`src/rtl/cpwm_pkg.sv`:
```
package cpwm_pkg;

    // Timebase sequencing
    typedef enum logic {
        TB_HALT = 1'b0,
        TB_RUN  = 1'b1
    } tb_state_t;

    // Per-side dead-time sequencing
    typedef enum logic [1:0] {
        DB_IDLE = 2'd0,
        DB_WAIT = 2'd1,
        DB_FULL = 2'd2
    } db_state_t;

    localparam int unsigned NUM_SIDES = 2;
    localparam int unsigned SIDE_HI   = 0;
    localparam int unsigned SIDE_LO   = 1;

endpackage

```
`src/rtl/cpwm_timebase.sv`:
```
module cpwm_timebase
    import cpwm_pkg::*;
#(
    parameter int unsigned CNT_W = 8,
    parameter int unsigned DB_W  = 7
) (
    input  logic             clk_i,
    input  logic             rst_i,
    input  logic             en_i,
    input  logic [CNT_W-1:0] period_i,
    input  logic [CNT_W-1:0] duty_i,
    input  logic [DB_W-1:0]  dead_i,
    output logic [CNT_W-1:0] cnt_o,
    output logic [CNT_W-1:0] per_o,
    output logic [CNT_W-1:0] duty_o,
    output logic [DB_W-1:0]  dead_o,
    output logic             run_o
);

    localparam logic [CNT_W-1:0] CNT_ZERO = '0;
    localparam logic [CNT_W-1:0] CNT_ONE  = CNT_W'(1);

    tb_state_t        state_q, state_nx;
    logic [CNT_W-1:0] cnt_q;
    logic [CNT_W-1:0] per_q;
    logic [CNT_W-1:0] duty_q;
    logic [DB_W-1:0]  dead_q;
    logic             wrap;
    logic             load;

    // State register
    always_ff @(posedge clk_i) begin
        if (rst_i) begin
            state_q <= TB_HALT;
        end else begin
            state_q <= state_nx;
        end
    end

    // Next state: START / STOP
    always_comb begin
        state_nx = state_q;
        unique case (state_q)
            TB_HALT: state_nx = en_i ? TB_RUN  : TB_HALT;
            TB_RUN:  state_nx = en_i ? TB_RUN  : TB_HALT;
            default: state_nx = TB_HALT;
        endcase
    end

    assign wrap = (state_q == TB_RUN) && (cnt_q == per_q);
    assign load = (state_q == TB_HALT) || !en_i || wrap;

    // Counter and shadow registers
    always_ff @(posedge clk_i) begin
        if (rst_i) begin
            cnt_q  <= CNT_ZERO;
            per_q  <= '0;
            duty_q <= '0;
            dead_q <= '0;
        end else begin
            if (load) begin
                cnt_q  <= CNT_ZERO;
                per_q  <= period_i;
                duty_q <= duty_i;
                dead_q <= dead_i;
            end else begin
                cnt_q  <= cnt_q + CNT_ONE;
            end
        end
    end

    // Outputs
    always_comb begin
        cnt_o  = cnt_q;
        per_o  = per_q;
        duty_o = duty_q;
        dead_o = dead_q;
        run_o  = (state_q == TB_RUN);
    end

    // the count never passes the terminal value and wraps from it
    assert_cnt_in_range_R1: assert property (@(posedge clk_i) disable iff (rst_i)
        (state_q == TB_RUN) |-> (cnt_q <= per_q));

    assert_wrap_to_zero_R1: assert property (@(posedge clk_i) disable iff (rst_i)
        ((state_q == TB_RUN) && en_i && (cnt_q == per_q)) |=> (cnt_q == CNT_ZERO));

    // shadows hold inside a running period
    assert_shadow_hold_R8: assert property (@(posedge clk_i) disable iff (rst_i)
        ((state_q == TB_RUN) && en_i && (cnt_q != per_q))
        |=> ($stable(per_q) && $stable(duty_q) && $stable(dead_q)));

    // disabled means the count is back at zero
    assert_halt_clear_R9: assert property (@(posedge clk_i) disable iff (rst_i)
        (!en_i) |=> ((cnt_q == CNT_ZERO) && (state_q == TB_HALT)));

endmodule

```
`src/rtl/cpwm_deadband.sv`:
```
module cpwm_deadband
    import cpwm_pkg::*;
#(
    parameter int unsigned DB_W = 7
) (
    input  logic            clk_i,
    input  logic            clr_i,
    input  logic            want_i,
    input  logic [DB_W-1:0] dead_i,
    output logic            drive_o
);

    localparam logic [DB_W-1:0] RUN_MAX  = {DB_W{1'b1}};
    localparam logic [DB_W-1:0] RUN_ZERO = '0;
    localparam logic [DB_W-1:0] RUN_ONE  = DB_W'(1);

    db_state_t       state_q, state_nx;
    logic [DB_W-1:0] run_q, run_nx;

    // State register
    always_ff @(posedge clk_i) begin
        if (clr_i) begin
            state_q <= DB_IDLE;
            run_q   <= RUN_ZERO;
        end else begin
            state_q <= state_nx;
            run_q   <= run_nx;
        end
    end

    // Next state: OPEN / SATURATE / ABORT
    always_comb begin
        state_nx = state_q;
        run_nx   = run_q;
        unique case (state_q)
            DB_IDLE: begin
                if (want_i) begin
                    run_nx   = RUN_ONE;
                    state_nx = (RUN_ONE == RUN_MAX) ? DB_FULL : DB_WAIT;
                end else begin
                    run_nx   = RUN_ZERO;
                end
            end
            DB_WAIT: begin
                if (!want_i) begin
                    run_nx   = RUN_ZERO;
                    state_nx = DB_IDLE;
                end else begin
                    run_nx   = run_q + RUN_ONE;
                    state_nx = (run_q + RUN_ONE == RUN_MAX) ? DB_FULL : DB_WAIT;
                end
            end
            DB_FULL: begin
                if (!want_i) begin
                    run_nx   = RUN_ZERO;
                    state_nx = DB_IDLE;
                end
            end
            default: begin
                run_nx   = RUN_ZERO;
                state_nx = DB_IDLE;
            end
        endcase
    end

    // Output: turn-on held back, turn-off immediate
    always_comb begin
        drive_o = want_i && (run_q >= dead_i);
    end

    // a drive never outlives its ideal window
    assert_turnoff_now_R3: assert property (@(posedge clk_i) disable iff (clr_i)
        (!want_i) |-> (!drive_o));

    // a delayed rising edge needs the window open one cycle earlier
    assert_delayed_rise_R3: assert property (@(posedge clk_i) disable iff (clr_i)
        ($rose(drive_o) && (dead_i != RUN_ZERO)) |-> $past(want_i));

    // the run counter is aborted when the window closes
    assert_abort_count_R4: assert property (@(posedge clk_i) disable iff (clr_i)
        (!want_i) |=> (run_q == RUN_ZERO));

endmodule

```
`src/rtl/cpwm_halfbridge.sv`:
```
module cpwm_halfbridge
    import cpwm_pkg::*;
#(
    parameter int unsigned CNT_W = 8,
    parameter int unsigned DB_W  = 7
) (
    input  logic             clk_i,
    input  logic             rst_i,
    input  logic             en_i,
    input  logic [CNT_W-1:0] period_i,
    input  logic [CNT_W-1:0] duty_i,
    input  logic [DB_W-1:0]  dead_i,
    output logic             pwm_hi_o,
    output logic             pwm_lo_o
);

    logic [CNT_W-1:0]     cnt;
    logic [CNT_W-1:0]     per_q;
    logic [CNT_W-1:0]     duty_q;
    logic [DB_W-1:0]      dead_q;
    logic                 run;
    logic                 clr;
    logic                 below_duty;
    logic [NUM_SIDES-1:0] want;
    logic [NUM_SIDES-1:0] drive;

    cpwm_timebase #(
        .CNT_W (CNT_W),
        .DB_W  (DB_W)
    ) timebase_i (
        .clk_i    (clk_i),
        .rst_i    (rst_i),
        .en_i     (en_i),
        .period_i (period_i),
        .duty_i   (duty_i),
        .dead_i   (dead_i),
        .cnt_o    (cnt),
        .per_o    (per_q),
        .duty_o   (duty_q),
        .dead_o   (dead_q),
        .run_o    (run)
    );

    assign clr        = rst_i || !en_i;
    assign below_duty = (cnt < duty_q);

    always_comb begin
        want          = '0;
        want[SIDE_HI] = run && below_duty;
        want[SIDE_LO] = run && !below_duty;
    end

    for (genvar s = 0; s < NUM_SIDES; s++) begin : g_side
        cpwm_deadband #(
            .DB_W (DB_W)
        ) deadband_i (
            .clk_i   (clk_i),
            .clr_i   (clr),
            .want_i  (want[s]),
            .dead_i  (dead_q),
            .drive_o (drive[s])
        );
    end

    always_comb begin
        pwm_hi_o = drive[SIDE_HI];
        pwm_lo_o = drive[SIDE_LO];
    end

    // shoot-through never commanded
    assert_no_overlap_R5: assert property (@(posedge clk_i) disable iff (rst_i)
        !(pwm_hi_o && pwm_lo_o));

    // zero dead time gives exact complement while running
    assert_exact_complement_R6: assert property (@(posedge clk_i) disable iff (rst_i)
        (run && (dead_q == '0)) |-> (pwm_hi_o != pwm_lo_o));

    // disable drops both drives by the next edge
    assert_disable_off_R9: assert property (@(posedge clk_i) disable iff (rst_i)
        (!en_i) |=> (!pwm_hi_o && !pwm_lo_o));

    // compare of zero keeps the high side off
    assert_zero_duty_R7: assert property (@(posedge clk_i) disable iff (rst_i)
        (duty_q == '0) |-> (!pwm_hi_o));

endmodule

```
`config.mk`:
```
export PLATFORM = sky130hd
export DESIGN_NAME = cpwm_halfbridge
export DESIGN_NICKNAME = d
export VERILOG_FILES = /design/src/rtl/cpwm_pkg.sv /design/src/rtl/cpwm_timebase.sv /design/src/rtl/cpwm_deadband.sv /design/src/rtl/cpwm_halfbridge.sv
export SDC_FILE = /design/constraint.sdc
export NUM_CORES = 1
export LEC_CHECK = 0
export ABC_AREA = 1
export BUFFER_PORTS_ARGS = -buffer_cell sky130_fd_sc_hd__buf_2
export CORE_MARGIN = 2
export CORE_UTILIZATION = 55
export CTS_BUF_LIST = sky130_fd_sc_hd__clkbuf_16
export CTS_CLUSTER_SIZE = 20
export DETAILED_ROUTE_END_ITERATION = 7
export PLACE_DENSITY = 0.73
export RECOVER_POWER = 50
export SYNTH_ARGS = -nofsm -noshare
export SYNTH_HDL_FRONTEND = slang
export SYNTH_HIERARCHICAL = 1
export SYNTH_SLANG_ARGS = --single-unit
```
`constraint.sdc`:
```
create_clock -name clk_i -period 5 [get_ports clk_i]
set_clock_uncertainty 0.15 [all_clocks]
set_input_delay 1 -clock clk_i [delete_from_list [all_inputs] [get_ports clk_i]]
set_output_delay 1 -clock clk_i [all_outputs]
set_load 0.02 [all_outputs]
```
==> results.md <==
- Pre-CTS WS: 2.387 ns
- Tot GR Track Use: 21.20%
- Worst Hold Depth: 2
- DRC Markers: 0
- Worst r2r path cells: 9
- GRT overflow: 0
- Worst-Skew Late Latency: 0.28 ns
- # port buffers: 27
- Worst setup EP type: flop
- Bufs on Longest Clock Path: 2
- Hold EP: g_side[1].deadband_i/run_q[6]
- Starting Density: 56.36%
- Antenna diodes: 0
- Final setup vio count: 0
- Antenna violations before repair: 0
- Die W: 78.89 µm
- Area Overhead vs Synth: 8.965%
- Final Power: 0.8389 mW
- Sink Count: 50
- Yosys top cell by area: dfxtp_1
- Synth Cell Area: 3084 µm²
- Total setup buffers inserted after CTS: 0
- Setup ws final: 1.997 ns
- CP Class: input pin to flop
- Slew margin rel.: 9.960%
- Outcome: complete, no violations
- VDD IR-drop max: 0.2058 mV
- Max-cap violations: 0
- Synthesized area per cell: 6.823 µm²
- FF-to-FF setup slack: 2.06 ns
- CORE AREA: 5473 µm²
- Netlist cell types: 27
- TritonCTS clock tree: built
- RR Startpoint: timebase_i/cnt_o[0]
- RSZ-0062 raised after global routing: false
- First-pass GRT wire length: 10.85 mm
- Antenna Nets Post-Route: 0
- Worst hold path type: flop to flop
- H-tree depth: 2
- Post-CTS Hold Fix Bufs: 0
- Critical Path AT: 3.06 ns
- Syn nets: 504
- Cell Pwr Density: 249.6 nW/µm²
- Synth Register Bits: 50
- TritonCTS buffer count: 5
- Cells after Synth: 452
- Via Count: 2,715
- Vias in the first global route: 2,554
- Largest cells by area after synthesis: dfxtp_1 (32%), nand2_1 (11%), ha_1 (11%)
- Hold path start: g_side[1].deadband_i/run_q[6]
- Routed length per instance: 11.23 µm
- Worst Path Max Fanout: 27
- Post-layout min period: 3.003 ns
- Clock root buffer: clkbuf_16
- Routed WL: 6.145 mm
- TritonRoute pass-1 iters: 4
- GPL Wtd Cong: 0.8069
- Die area: 6223 µm²
- Top Ports: 28
- Final count of pins violating max slew: 0
- Synth warn: 6
- Worst-Margin Slew: 1.351 ns
- Sequential-to-total area share from yosys stat: 32.45%
- Setup_tns: 0 ns
- Pin count of the biggest net entering global routing: 33
- Share of the synthesized area in the top cell type: 32.45%
- Fraction of layout instances using a drive strength above 1: 11.16%
- CP Launch Type: input pin
- # rows: 27
- Worst Path Required: 5.05 ns
- Min Hold Slack: 0.3457 ns
- Final period util: 60.05%
- R2R Path End: timebase_i/cnt_o[4]
- Nets: 526
- Clock-pin slew of the registers on the worst-case setup and hold paths: 0.06 ns
- Cts repair resizes: 0
- Die extent in y: 78.89 µm
- Fmax: 333.0 MHz
- DR iter-0 viols: 104
- Final hold vios: 0
- DR vias/cell: 4.963
- Leak: 1.530 nW
- Hpwl dp: 4.561 mm
## registers in the layout, indices dropped and copies added (netlist names)
signal	count
g_side.deadband_i/state_q	4
timebase_i/dead_o	7
g_side.deadband_i/run_q	14
timebase_i/per_o	8
timebase_i/run_o	1
timebase_i/cnt_o	8
timebase_i/duty_o	8
## cell usage in the layout, fill, tap and decap left out, types with 3 or more instances in the layout
cell type / instances
xor2_1: 8
nor2_2: 5
o21a_1: 3
nand2_1: 93
xnor2_1: 4
o21ai_0: 3
a21oi_1: 48
nand3_1: 39
buf_2: 26
clkbuf_1: 3
dfxtp_1: 50
inv_1: 79
nand2_2: 8
nor2_1: 45
ha_1: 26
clkbuf_16: 5
inv_2: 3
nand4_1: 8
## per-layer routing
| metal | wire [µm] | GRT usage, % | vias to the layer above |
|---|---|---|---|
| li1 | - | - | 1474 |
| met1 | 3121 | 27.60 | 1203 |
| met2 | 2811 | 37.26 | 36 |
| met3 | 185 | 3.523 | 2 |
| met4 | 27 | 4.138 | 0 |
| met5 | 0 | 0 | - |
## critical path, cell delays in order
cell      delay, ns
clkbuf_1       0.11
nand2_1        0.06
inv_1          0.42
clkbuf_1       0.93
nand3_2        0.30
a21oi_1        0.23
## Yosys cell counts, drive strengths merged
cell       n
o21a       3
dfxtp     50
xor2       8
a2111oi    2
nand2    101
o21bai     2
clkbuf     6
nand3     40
o21ai      5
ha        26
xnor2      4
nand3b     2
buf        8
a21oi     48
o211ai     2
nor2      52
nor3       3
inv       82
nand4      8
## cell type report
cell class,instances,area (µm²)
clock buffers,5,125.1
well taps,72,90.09
repair buffers,29,141.4
flip-flops and latches,50,1001
multi-input cells,306,1683
fillers,538,2112
inverters,82,307.8
clock inverters,3,12.51
## per-stage QoR
| stage | util (%) | area [µm²] | cells |
|---|---|---|---|
| global route | 61.41 | 3361 | 547 |
| finish | 61.41 | 3361 | 547 |
| global placement | 59.14 | 3237 | 539 |
| CTS | 61.66 | 3374 | 547 |
| floorplan | - | 3084 | 452 |
| detailed placement | 59.14 | 3237 | 539 |
## cells by family after synthesis
family,synth area share [%]
simple gates,29.90
buf+inv,12.82
compound gates,10.87
flops,32.45
fa+ha+maj,10.55
xor+xnor,3.408
## worst max-delay path by stage
stage                                    start             endpoint  slack (ns)  cells after the start
after floorplan           timebase_i/duty_o[7]             pwm_lo_o        2.58                      7
after global placement    timebase_i/duty_o[7]             pwm_lo_o        2.40                      8
after detailed placement   timebase_i/cnt_o[7]             pwm_lo_o        2.39                      7
after CTS                 timebase_i/duty_o[3]             pwm_lo_o        2.06                     11
after global routing       timebase_i/cnt_o[0]  timebase_i/cnt_o[4]        1.68                      9
final                                     en_i  timebase_i/cnt_o[4]        2.00                      6
## where the power goes
group          switching, mW  internal [mW]
clock                  0.136          0.181
combinational         0.0604         0.0379
sequential            0.0103          0.413
total                  0.207          0.632
(Power assumes the default switching activity.)
